File: config.mk
export PLATFORM = sky130hd
export DESIGN_NAME = edh_flag_port
export DESIGN_NICKNAME = d
export VERILOG_FILES = /design/src/rtl/edh_fp_pkg.sv /design/src/rtl/edh_fp_enable.sv /design/src/rtl/edh_fp_seq.sv /design/src/rtl/edh_fp_out.sv /design/src/rtl/edh_flag_port.sv
export SDC_FILE = /design/constraint.sdc
export NUM_CORES = 1
export LEC_CHECK = 0
export BUFFER_PORTS_ARGS = -buffer_cell sky130_fd_sc_hd__buf_2
export CORE_ASPECT_RATIO = 0.7
export CORE_MARGIN = 1.5
export CORE_UTILIZATION = 50
export CTS_CLUSTER_SIZE = 12
export DETAILED_ROUTE_END_ITERATION = 10
export PLACE_DENSITY_LB_ADDON = 0.05
export SLEW_MARGIN = 20
export SYNTH_ARGS = -nofsm -noshare
export SYNTH_HDL_FRONTEND = slang
export SYNTH_SLANG_ARGS = --single-unit
File: constraint.sdc
create_clock -name clk_i -period 5.3 [get_ports clk_i]
set_clock_uncertainty 0.15 [all_clocks]
set_input_delay 0.795 -clock clk_i [delete_from_list [all_inputs] [get_ports clk_i]]
set_output_delay 0.795 -clock clk_i [all_outputs]
set_load 0.02 [all_outputs]
File: src/rtl/edh_fp_pkg.sv
package edh_fp_pkg;
  localparam int FLAG_W = 5;
  localparam int SEL_W  = 2;

  typedef enum logic [1:0] {
    ST_IDLE = 2'd0,
    ST_ANC  = 2'd1,
    ST_FF   = 2'd2,
    ST_AP   = 2'd3
  } fp_state_e;

  localparam logic [SEL_W-1:0] SEL_ANC = 2'b01;
  localparam logic [SEL_W-1:0] SEL_FF  = 2'b00;
  localparam logic [SEL_W-1:0] SEL_AP  = 2'b10;

  typedef struct packed {
    logic [FLAG_W-1:0] anc;
    logic [FLAG_W-1:0] ff;
    logic [FLAG_W-1:0] ap;
  } flag_set_t;
endpackage

File: src/rtl/edh_fp_enable.sv
module edh_fp_enable #(
  parameter int OE_DLY = 2
) (
  input  logic clk_i,
  input  logic rst_ni,
  input  logic map_i,
  input  logic rw_i,
  output logic oe_o
);
  localparam int CW = (OE_DLY < 1) ? 1 : $clog2(OE_DLY + 1);
  localparam logic [CW-1:0] CNT_MAX = CW'(OE_DLY);

  logic          arm_q;
  logic [CW-1:0] cnt_q;
  logic          cond;

  // armed only if rw was seen high while map was still low
  assign cond = map_i & rw_i & arm_q;

  always_ff @(posedge clk_i or negedge rst_ni) begin
    if (!rst_ni) begin
      arm_q <= 1'b0;
      cnt_q <= '0;
    end else begin
      if (!rw_i)       arm_q <= 1'b0;
      else if (!map_i) arm_q <= 1'b1;
      if (!cond)                 cnt_q <= '0;
      else if (cnt_q != CNT_MAX) cnt_q <= cnt_q + 1'b1;
    end
  end

  assign oe_o = cond & (cnt_q == CNT_MAX);

  p_oe_drop_r7: assert property (@(posedge clk_i) disable iff (!rst_ni)
    !(map_i && rw_i) |-> !oe_o);
  p_rw_first_r6: assert property (@(posedge clk_i) disable iff (!rst_ni)
    oe_o |-> $past(rw_i));
endmodule

File: src/rtl/edh_fp_seq.sv
module edh_fp_seq
  import edh_fp_pkg::*;
#(
  parameter int HOLD_CYC = 2
) (
  input  logic      clk_i,
  input  logic      rst_ni,
  input  logic      pkt_i,
  input  flag_set_t words_i,
  output fp_state_e state_o,
  output flag_set_t cur_o
);
  localparam int HW = (HOLD_CYC > 1) ? $clog2(HOLD_CYC) : 1;
  localparam logic [HW-1:0] PH_LAST = HW'(HOLD_CYC - 1);

  fp_state_e state_q;
  logic [HW-1:0] ph_q;
  logic      pend_q;
  flag_set_t nxt_q, cur_q;
  logic      word_end, seq_free, start;

  assign word_end = (ph_q == PH_LAST);
  assign seq_free = (state_q == ST_IDLE) || (state_q == ST_AP && word_end);
  assign start    = seq_free && (pend_q || pkt_i);

  always_ff @(posedge clk_i or negedge rst_ni) begin
    if (!rst_ni) begin
      state_q <= ST_IDLE;
      ph_q    <= '0;
      pend_q  <= 1'b0;
      nxt_q   <= '0;
      cur_q   <= '0;
    end else if (start) begin
      state_q <= ST_ANC;
      ph_q    <= '0;
      cur_q   <= pend_q ? nxt_q : words_i;
      // held words go first; a strobe on the same edge becomes the new pending set
      if (pend_q && pkt_i) nxt_q <= words_i;
      else                 pend_q <= 1'b0;
    end else begin
      if (pkt_i) begin
        nxt_q  <= words_i;
        pend_q <= 1'b1;
      end
      if (state_q != ST_IDLE) begin
        if (word_end) begin
          ph_q <= '0;
          unique case (state_q)
            ST_ANC:  state_q <= ST_FF;
            ST_FF:   state_q <= ST_AP;
            default: state_q <= ST_IDLE;
          endcase
        end else begin
          ph_q <= ph_q + 1'b1;
        end
      end
    end
  end

  assign state_o = state_q;
  assign cur_o   = cur_q;

  p_pend_busy_r8: assert property (@(posedge clk_i) disable iff (!rst_ni)
    pend_q |-> state_q != ST_IDLE);
  p_start_from_idle_r1: assert property (@(posedge clk_i) disable iff (!rst_ni)
    (state_q == ST_ANC && $past(state_q) != ST_ANC) |->
      ($past(state_q) == ST_IDLE || $past(state_q) == ST_AP));
endmodule

File: src/rtl/edh_fp_out.sv
module edh_fp_out
  import edh_fp_pkg::*;
(
  input  fp_state_e         state_i,
  input  flag_set_t         cur_i,
  input  logic              bypass_i,
  output logic [SEL_W-1:0]  sel_o,
  output logic [FLAG_W-1:0] flags_o
);
  logic [FLAG_W-1:0] word;

  always_comb begin
    unique case (state_i)
      ST_FF: begin
        sel_o = SEL_FF;
        word  = cur_i.ff;
      end
      ST_AP: begin
        sel_o = SEL_AP;
        word  = cur_i.ap;
      end
      default: begin
        sel_o = SEL_ANC;
        word  = cur_i.anc;
      end
    endcase
  end

  assign flags_o = bypass_i ? '0 : word;
endmodule

File: src/rtl/edh_flag_port.sv
module edh_flag_port
  import edh_fp_pkg::*;
#(
  parameter int HOLD_CYC = 2,
  parameter int OE_DLY   = 2
) (
  input  logic              clk_i,
  input  logic              rst_ni,
  input  logic              map_mode_i,
  input  logic              rw_i,
  input  logic              bypass_i,
  input  logic              pkt_done_i,
  input  logic [FLAG_W-1:0] anc_flags_i,
  input  logic [FLAG_W-1:0] ff_flags_i,
  input  logic [FLAG_W-1:0] ap_flags_i,
  output logic [SEL_W-1:0]  sel_o,
  output logic [FLAG_W-1:0] flags_o,
  output logic              oe_o
);
  flag_set_t words, cur;
  fp_state_e state;

  assign words = '{anc: anc_flags_i, ff: ff_flags_i, ap: ap_flags_i};

  edh_fp_enable #(.OE_DLY(OE_DLY)) u_en (
    .clk_i (clk_i),
    .rst_ni(rst_ni),
    .map_i (map_mode_i),
    .rw_i  (rw_i),
    .oe_o  (oe_o)
  );

  edh_fp_seq #(.HOLD_CYC(HOLD_CYC)) u_seq (
    .clk_i  (clk_i),
    .rst_ni (rst_ni),
    .pkt_i  (pkt_done_i),
    .words_i(words),
    .state_o(state),
    .cur_o  (cur)
  );

  edh_fp_out u_out (
    .state_i (state),
    .cur_i   (cur),
    .bypass_i(bypass_i),
    .sel_o   (sel_o),
    .flags_o (flags_o)
  );

  p_never_11_r2: assert property (@(posedge clk_i) disable iff (!rst_ni)
    sel_o != 2'b11);
  p_ff_after_anc_r1: assert property (@(posedge clk_i) disable iff (!rst_ni)
    (sel_o == SEL_FF && $past(sel_o) != SEL_FF) |-> $past(sel_o) == SEL_ANC);
  p_ap_after_ff_r1: assert property (@(posedge clk_i) disable iff (!rst_ni)
    (sel_o == SEL_AP && $past(sel_o) != SEL_AP) |-> $past(sel_o) == SEL_FF);

  if (HOLD_CYC >= 2) begin : g_hold_chk
    p_hold_two_r3: assert property (@(posedge clk_i) disable iff (!rst_ni)
      (sel_o != $past(sel_o)) |=> $stable(sel_o));
  end
endmodule

Yosys cells after proc, flatten, opt, wreduce, memory -nomap -nowiden
Index checks and enable logic that the tools add are counted.
- register bits: 37
- bits of input ports: 21
- add/sub/neg operators: 2
- equality and inequality tests: 9
- reductions and logical operators: 13
- bitwise operators: 3
- muxes and demuxes: 21
- operators with widths (operator ; count):
    15-bit 2-to-1 mux ; 4
    2-bit 2-to-1 mux ; 5
    2-bit inequality test, second input constant ; 5
    5-bit case mux with 2 select lines ; 1
    1-bit 2-to-1 mux ; 8
    2-bit case mux with 2 select lines ; 2
    2-bit nonzero test ; 4
    2-bit equality test, second input constant ; 3
    2-bit AND reduction ; 3
    5-bit 2-to-1 mux ; 1
    1-bit AND ; 3
    1-bit logical AND ; 3
    2-bit by 1-bit adder with 2-bit output, second input constant ; 1
    2-bit by 1-bit equality test with 1-bit output, second input constant ; 1
    2-bit zero test ; 1
    1-bit logical OR ; 2
    1-bit adder, second input constant ; 1

Depth between registers and ports, before layout
Gate-level depths: netlist of run 1.
- word-level depth: 6
- gate-level depth with buffers: 6

Modules after synthesis
From an unflattened synthesis of run 1, not the netlist that was laid out.
- cells, all modules: 136
- area, all modules: 1900.6 um2
- modules (own cells, without submodules) (module ; area each (um2) ; cells each ; times used):
    edh_fp_seq ; 1612.8 ; 103 ; 1
    edh_fp_enable ; 151.4 ; 14 ; 1
    edh_fp_out ; 136.4 ; 19 ; 1

Least setup slack after synthesis of run 1
Ideal clock, no wire load.
- path kind: reg-to-output
- start: register u_seq.state_q[1] (netlist: u_seq.state_o[1])
- end: output port flags_o[0]
- path slack: 2.631 ns
- path buffers: 1
- arrival: 1.724 ns
- stages on the path, launching flop included: 6
- cell sequence: dfrtp_1 > ha_1 > buf_6 > nor2_1 > a22oi_1 > a21oi_1
- cells in the longest elaborated chain, start to end: 3
- elaborated cells on any way between the ends: 4
- classes of those cells: eq/ne (2); mux (2)
- ends and longest elaborated chain (item ; RTL line ; text):
    from (decl) ; edh_fp_seq.sv:16 ; fp_state_e state_q;
    from (signal assigned) ; edh_fp_seq.sv:28 ; state_q <= ST_IDLE;
    from (signal assigned) ; edh_fp_seq.sv:34 ; state_q <= ST_ANC;
    from (signal assigned) ; edh_fp_seq.sv:49 ; ST_ANC: state_q <= ST_FF;
    2-bit equality test ; edh_fp_out.sv:13 ; unique case (state_i)
    5-bit case mux with 2 select lines * ; edh_fp_out.sv:13 ;
    5-bit 2-to-1 mux * ; edh_fp_out.sv:29 ; assign flags_o = bypass_i ? '0 : word;
    to (decl) ; edh_flag_port.sv:17 ; output logic [FLAG_W-1:0] flags_o,
Mark *: on every way between the ends. The rest lies on a longest branch, timed or not.

Worst setup path after layout of run 1
- start: register u_seq.state_q[1] (netlist: u_seq.state_o[1])
- end: output port flags_o[2]
Same word-level chain as after synthesis.

==> results.txt, run 1 <==
----------------------------------------------------
[Detailed routing]
  Per-cell via count in the routed design ... around 5.1
  Post-detailed-routing wire length ... about 3300 um
  DRC viols ... 0
  Iteration count of the initial detailed-routing pass ... 4
  Per-cell routed wire length ... between 10 and 15 um
  Remaining antenna violation count after routing ... 0
  Vias ... ~1100
  Detailed Route Iter0 Violations ... 50

[Placement]
  Placed Cells ... 210
  HPWL Detailed ... 2294 um
  Number of buffers inserted by port buffering ... 28
  Final weighted congestion of routability-driven global placement ... a little over 0.8
  Area of placed instances ... between 2000 and 2500 um2

[Worst setup path]
  Setup slack of the most critical reg-to-reg path ... roughly 3100 ps
  Peak fanout along the critical path ... 8
  Crit start category ... flop
  Max stage delay on crit path ... 440 ps
  R2R Path End ... u_seq.nxt_q[12]
  Critical Path Slowest Stage Cell ... dfrtp_1
  CP Capture Type ... output port
  Number of logic stages on the critical path including buffering ... 5
  Required @ worst endpoint ... between 4000 and 5000 ps
  Critical R2R Launch ... u_seq.state_o[1]
  Number of cells on the worst reg-to-reg path ... 4
  CP arrival ... between 1500 and 2000 ps
  Cells along the critical path ... ha_1 > nor2_1 > a22oi_1 > a21oi_1 > buf_2
  Category of cells accounting for the largest share of critical-path delay ... flip-flops
  Kind of critical path ... flop to output port
  Buf/Inv on CP ... 1

[Worst hold path]
  Worst Hold Path Cells ... 1
  Min-Delay Path Class ... flop to flop
  Hold wc startpoint ... u_seq.nxt_q[4]
  Worst Hold End ... u_seq.nxt_q[4]

[Logic synthesis]
  Synth warn ... 0
  Sequential share of the synthesized area ... between 40% and 50%
  Netlist Area Pre-Place ... approximately 1900 um2
  Mean Syn Cell Area ... between 10 and 15 um2
  Cell variety after synth ... 19
  Number of instances in the synthesized netlist ... 137
  Yosys reg bits ... 37
  Synthesized net count ... roughly 160

[STA]
  Tightest slew margin relative to the limit ... 39.24%
  Clock period minus worst slack ... approximately 2900 ps
  FMAX ... between 0.3 and 0.4 GHz
  Number of hold violations in the final report ... 0
  Final number of setup-violating endpoints ... 0
  RSZ-0062 raised after global routing ... false
  Final critical-path share of the clock period ... approximately 54%
  Slew at the pin with the worst max-slew slack ... a little over 900 ps
  Count of final max-slew check failures ... 0
  Total Negative Setup Slacks ... 0 ps

[Clocking]
  Clock latency reported for the late side of the worst-skew pair ... 290 ps
  Clock root buffer ... clkbuf_8
  TritonCTS clock tree ... built
  Clock transition at path regs ... around 70 ps
  Resized cells post-CTS ... 0
  Buffers from clock root to sink, at most ... 2
  Number of buffers created by CTS ... 5
  H-tree levels ... 2
  Buffers inserted by post-CTS timing repair ... 0
  Hold buffer count at cts ... 0
  TritonCTS sink count ... 37

[Finish]
  Total area of sequential cells ... 925.9 um2
  Post-route core utilization ... about three fifths
  Area taken by multi-input logic gates ... roughly 860 um2
  Layout cells sized above 1 ... approximately half
  Fillers ... 309
  Count of antenna diodes in the layout ... 0
  Filler-free cell count of the finished design ... around 220
  Post-layout nets ... between 150 and 200
  Commonest non-fill, non-tap cells in the layout ... dfrtp_1 (37), mux2_2 (36), buf_2 (28)
  Leading cell type in the layout, fill and taps excluded ... dfrtp_1
  Synth-to-layout area growth ... 14.08%
  Summed area of non-filler cells in the final layout ... ~2100 um2

[Floorplan]
  Die width ... around 76 um
  Die Outline Area ... a little over 4000 um2
  Core footprint ... 3536 um2
  Height of the chip ... around 54 um
  I/O pin total ... 29
  Placement row count ... 18
  Initial core utilization ... around 53%

[Pwr]
  Leakage power ... approximately 0.98 nW
  Maximum VDD drop ... approximately 0.00024 V
  Power per Cell Area ... 595.8 nW/um2
  Pwr Total ... 1.268 mW

[Outcome]
  Outcome ... finished, final reports clean

[Global route]
  Total Routing Usage GR ... between 15 and 20%
  Global-route wire length before repair ... 5416 um
  Antenna violations before repair ... 0
  Vias in the first global route ... 1093
  Grt ovf ... 0
  Largest net degree at the start of global routing ... 38

[Job]
  Max_cap viols ... 0

----------------------------------------------------
registers in the layout, summed over array words and instances (netlist names):
name and cells:
u_seq.cur_o 15, u_seq.nxt_q 15, u_en.arm_q 1, u_seq.ph_q 1, u_seq.pend_q 1, u_en.cnt_q 2
u_seq.state_o 2
Yosys cell counts:
cell type	n	area, um2
a21boi_0	1	7.510
a21oi_1	8	40.04
a21oi_4	1	16.27
a22oi_1	5	37.54
buf_6	5	56.30
dfrtp_1	37	925.9
ha_1	6	75.07
inv_1	5	18.77
mux2_2	36	405.4
mux2_4	10	150.1
mux2i_1	1	10.01
nand2_1	6	22.52
nand3_1	2	10.01
nor2_1	8	30.03
nor2_4	2	22.52
o21a_1	1	7.510
o21ai_0	1	5.000
o21ai_4	1	16.27
xor2_1	1	8.760
per-layer routing:
metal	GRT usage, %	vias to the layer above	share of wire, %
li1	-	541	-
met1	23.20	551	50
met2	28.83	26	44
met3	6.610	4	5.3
met4	5.556	0	1.1
met5	0	-	0
kinds of logic (layout without fill, tap and decap cells):
| group | Yosys count | in the layout | synth area share (%) |
|---|---|---|---|
| compound gates | 18 | 18 | 6.976 |
| xor+xnor | 1 | 1 | 0.4696 |
| buf+inv | 10 | 41 | 4.024 |
| simple gates | 18 | 18 | 4.561 |
| flops | 37 | 37 | 49.63 |
| fa+ha+maj | 6 | 6 | 4.024 |
| mux | 47 | 47 | 30.32 |
area by class of cell:
type / count / share of cell area, %
multi-input cells: 90 / 40.62
clock buffers: 7 / 4.056
flip-flops and latches: 37 / 43.50
inverters: 5 / 0.8818
clock inverters: 1 / 1.411
repair buffers: 28 / 6.584
well taps: 50 / 2.939
how the worst max path moves through the flow:
stage / start / end
after CTS: u_seq.state_o[1] / flags_o[2]
after floorplan: u_seq.state_o[1] / flags_o[0]
after global placement: u_seq.state_o[1] / flags_o[3]
after global routing: u_seq.state_o[0] / flags_o[2]
after detailed placement: u_seq.state_o[1] / flags_o[2]
final: u_seq.state_o[1] / flags_o[2]
where the power goes:
| part | switching (mW) | leakage, nW | internal, mW |
|---|---|---|---|
| clock network | 0.100 | 0.0585 | 0.153 |
| registers | 0.100 | 0.435 | 0.396 |
| logic | 0.232 | 0.483 | 0.287 |
| total | 0.432 | 0.977 | 0.836 |
through the flow:
step	setup slack, ps	hold WS (ps)
detailed placement	2762	338.7
global route	2302	373.2
CTS	2427	358.3
floorplan	2631	323.6
global placement	2821	331.4
finish	2443	355.5
No activity file was read; power rests on OpenSTA's default activity.
==> inputs of run 2 (changes only) <==
==> constraint.sdc (replaced) <==
create_clock -name clk_i -period 2.57 [get_ports clk_i]
set_clock_uncertainty 0.15 [all_clocks]
set_input_delay 0.3855 -clock clk_i [delete_from_list [all_inputs] [get_ports clk_i]]
set_output_delay 0.3855 -clock clk_i [all_outputs]
set_load 0.02 [all_outputs]
==> run 2 against run 1 <==
Non-clock buffer count rose by 2. Total power is 100% higher. Largest power group unchanged. Sequential share of layout area is the same. Global-route usage decreased by 0.091 points. Via count up 0.62%. Register-to-register slack worse by 2700 ps. Critical endpoint is now flags_o[4]. Flip-flop and latch count unchanged. Die area did not move. First-iteration DRC count increased by 40%. Cell count is 0.92% higher.
==> results.txt, run 2 (synthesis gave the netlist of run 1 again) <==
----------------------------------------------------
[STA]
  Tightest slew margin relative to the limit ... 46.92% (+7.7 points)
  Final number of setup-violating endpoints ... 0 (unchanged)
  Final critical-path share of the clock period ... a little over nine tenths
  Min setup slack post-route ... 81.23 ps (-2362 ps)
  Total Negative Setup Slacks ... 0 ps (unchanged)
  Count of final max-slew check failures ... 0 (unchanged)
  Number of hold violations in the final report ... 0 (unchanged)
  RSZ-0062 raised after global routing ... false
  Slew at the pin with the worst max-slew slack ... 796.1 ps (-115.3 ps)
  Clock period minus worst slack ... around 2500 ps
  FMAX ... 0.4018 GHz

[Clocking]
  TritonCTS clock tree ... built
  Buffers from clock root to sink, at most ... 2 (unchanged)
  TritonCTS sink count ... 37 (unchanged)
  Buffers inserted by post-CTS timing repair ... 0 (unchanged)
  Hold buffer count at cts ... 0 (unchanged)
  Clock root buffer ... clkbuf_8
  Clock latency reported for the late side of the worst-skew pair ... 280 ps (about the same)
  Resized cells post-CTS ... 0 (unchanged)
  H-tree levels ... 2 (unchanged)
  Clock transition at path regs ... 70 ps (about the same)
  Number of buffers created by CTS ... 5 (unchanged)

[Global route]
  Vias in the first global route ... 1148 (+5.0%)
  Global-route wire length before repair ... 5409 um (-0.13%)
  Grt ovf ... 0 (unchanged)
  Total Routing Usage GR ... 17.88% (-0.091 points)
  Largest net degree at the start of global routing ... 38 (unchanged)
  Antenna violations before repair ... 0 (unchanged)

[Finish]
  Total area of sequential cells ... 925.9 um2 (unchanged)
  Count of antenna diodes in the layout ... 0 (unchanged)
  Post-layout nets ... 196 (+1.0%)
  Leading cell type in the layout, fill and taps excluded ... dfrtp_1
  Commonest non-fill, non-tap cells in the layout ... dfrtp_1 (37), mux2_2 (36), buf_2 (28)
  Summed area of non-filler cells in the final layout ... 2128 um2 (unchanged)
  Synth-to-layout area growth ... 14.08% (unchanged)
  Fillers ... 312 (+0.97%)
  Area taken by multi-input logic gates ... 864.6 um2 (unchanged)
  Layout cells sized above 1 ... 51.76% (+1.2 points)

[Placement]
  Number of buffers inserted by port buffering ... 28 (unchanged)
  Final weighted congestion of routability-driven global placement ... 0.8135 (-1.5%)
  HPWL Detailed ... 2313 um (+0.82%)
  Area of placed instances ... 2027 um2 (+0.75%)
  Setup slack after placement ... 411.7 ps (-2350 ps)

[Worst hold path]
  Min-Delay Path Class ... input pin to asynchronous set/reset pin

[Worst setup path]
  R2R Path End ... u_seq.nxt_q[1]
  CP Capture Type ... output port
  Crit start category ... flop
  Critical R2R Launch ... u_seq.state_o[1]
  Setup slack of the most critical reg-to-reg path ... 420 ps (-2700 ps)
  Kind of critical path ... flop to output port
  End point of the critical path ... flags_o[4]
  CP arrival ... 1950 ps (+40 ps)
  Worst setup path startpoint ... u_seq.state_o[1]
  Number of cells on the worst reg-to-reg path ... 5 (+1)
  Required @ worst endpoint ... 2030 ps (-2330 ps)
  Peak fanout along the critical path ... 8 (unchanged)

[Pwr]
  Power per Cell Area ... 1199 nW/um2 (+100%)
  Maximum VDD drop ... 0.0005232 V (+120%)
  Leakage power ... 0.9819 nW (+0.52%)

[Detailed routing]
  Detailed Route Iter0 Violations ... 70 (+40%)
  Per-cell routed wire length ... 14.85 um (-0.91%)
  Per-cell via count in the routed design ... 5.132 (-0.29%)
  Vias ... 1129 (+0.62%)
  DRC viols ... 0 (unchanged)
  Post-detailed-routing wire length ... 3268 um (unchanged)
  Remaining antenna violation count after routing ... 0 (unchanged)
  Iteration count of the initial detailed-routing pass ... 4 (unchanged)

[Floorplan]
  Initial core utilization ... 52.76% (unchanged)
  Height of the chip ... 54.11 um (unchanged)
  Placement row count ... 18 (unchanged)
  I/O pin total ... 29 (unchanged)
  Core footprint ... 3536 um2 (unchanged)
  Die Outline Area ... 4112 um2 (unchanged)
  Die width ... 76.01 um (unchanged)

[Job]
  Max_cap viols ... 0 (unchanged)

[Outcome]
  Outcome ... finished, final reports clean

----------------------------------------------------
==> run 2: cell types whose count changed in the layout (fill, tap and decap cells not counted), sizes merged <==
cell	previous run	this run
bufinv	1	0
buf	28	30
clkinv	0	1
==> run 2: power by group <==
group / internal (mW) / leakage, nW / switching [mW]
Combinational: 0.602 / 0.492 / 0.518
Clock: 0.242 / 0.0542 / 0.195
Sequential: 0.817 / 0.435 / 0.177
==> run 2: layout make-up <==
class,instances,share of cell area [%]
well taps,50,2.939
flip-flops and latches,37,43.50
multi-input cells,90,40.62
clock buffers,7,4.527
clock inverters,1,0.2352
repair buffers,30,7.290
inverters,5,0.8818
==> run 2: worst min-delay path by stage <==
| stage | end | start |
|---|---|---|
| after floorplan | u_en.arm_q | rst_ni |
| after global placement | u_seq.nxt_q[10] | u_seq.nxt_q[10] |
| after detailed placement | u_seq.nxt_q[0] | u_seq.nxt_q[0] |
| after CTS | u_seq.nxt_q[3] | rst_ni |
| after global routing | u_seq.cur_o[13] | rst_ni |
| final | u_seq.nxt_q[6] | rst_ni |
==> run 2: worst max-delay path, stage by stage, from the launching register on <==
cell and delay, ps:
dfrtp_1 450, ha_1 340, nor2_1 370, a22oi_1 120, a21oi_1 200, buf_2 190
==> run 2: layer usage <==
metal | vias to the layer above | GRT usage, % | share of wire, %
met5 | - | 0 | 0
met4 | 0 | 7.407 | 0.76
met3 | 6 | 6.441 | 5.8
met2 | 30 | 27.78 | 44
met1 | 549 | 23.15 | 49
li1 | 544 | - | -
==> run 2: through the flow <==
step	power [mW]	instances	hold slack, ps	utilization (%)
after global routing	2.727	220	102.8	60.19
after detailed placement	2.134	212	339.2	57.32
final	2.551	220	32.95	60.19
after CTS	2.580	220	69.49	60.19
after global placement	2.096	212	331.1	57.32
after floorplan	1.914	137	-60.09	-
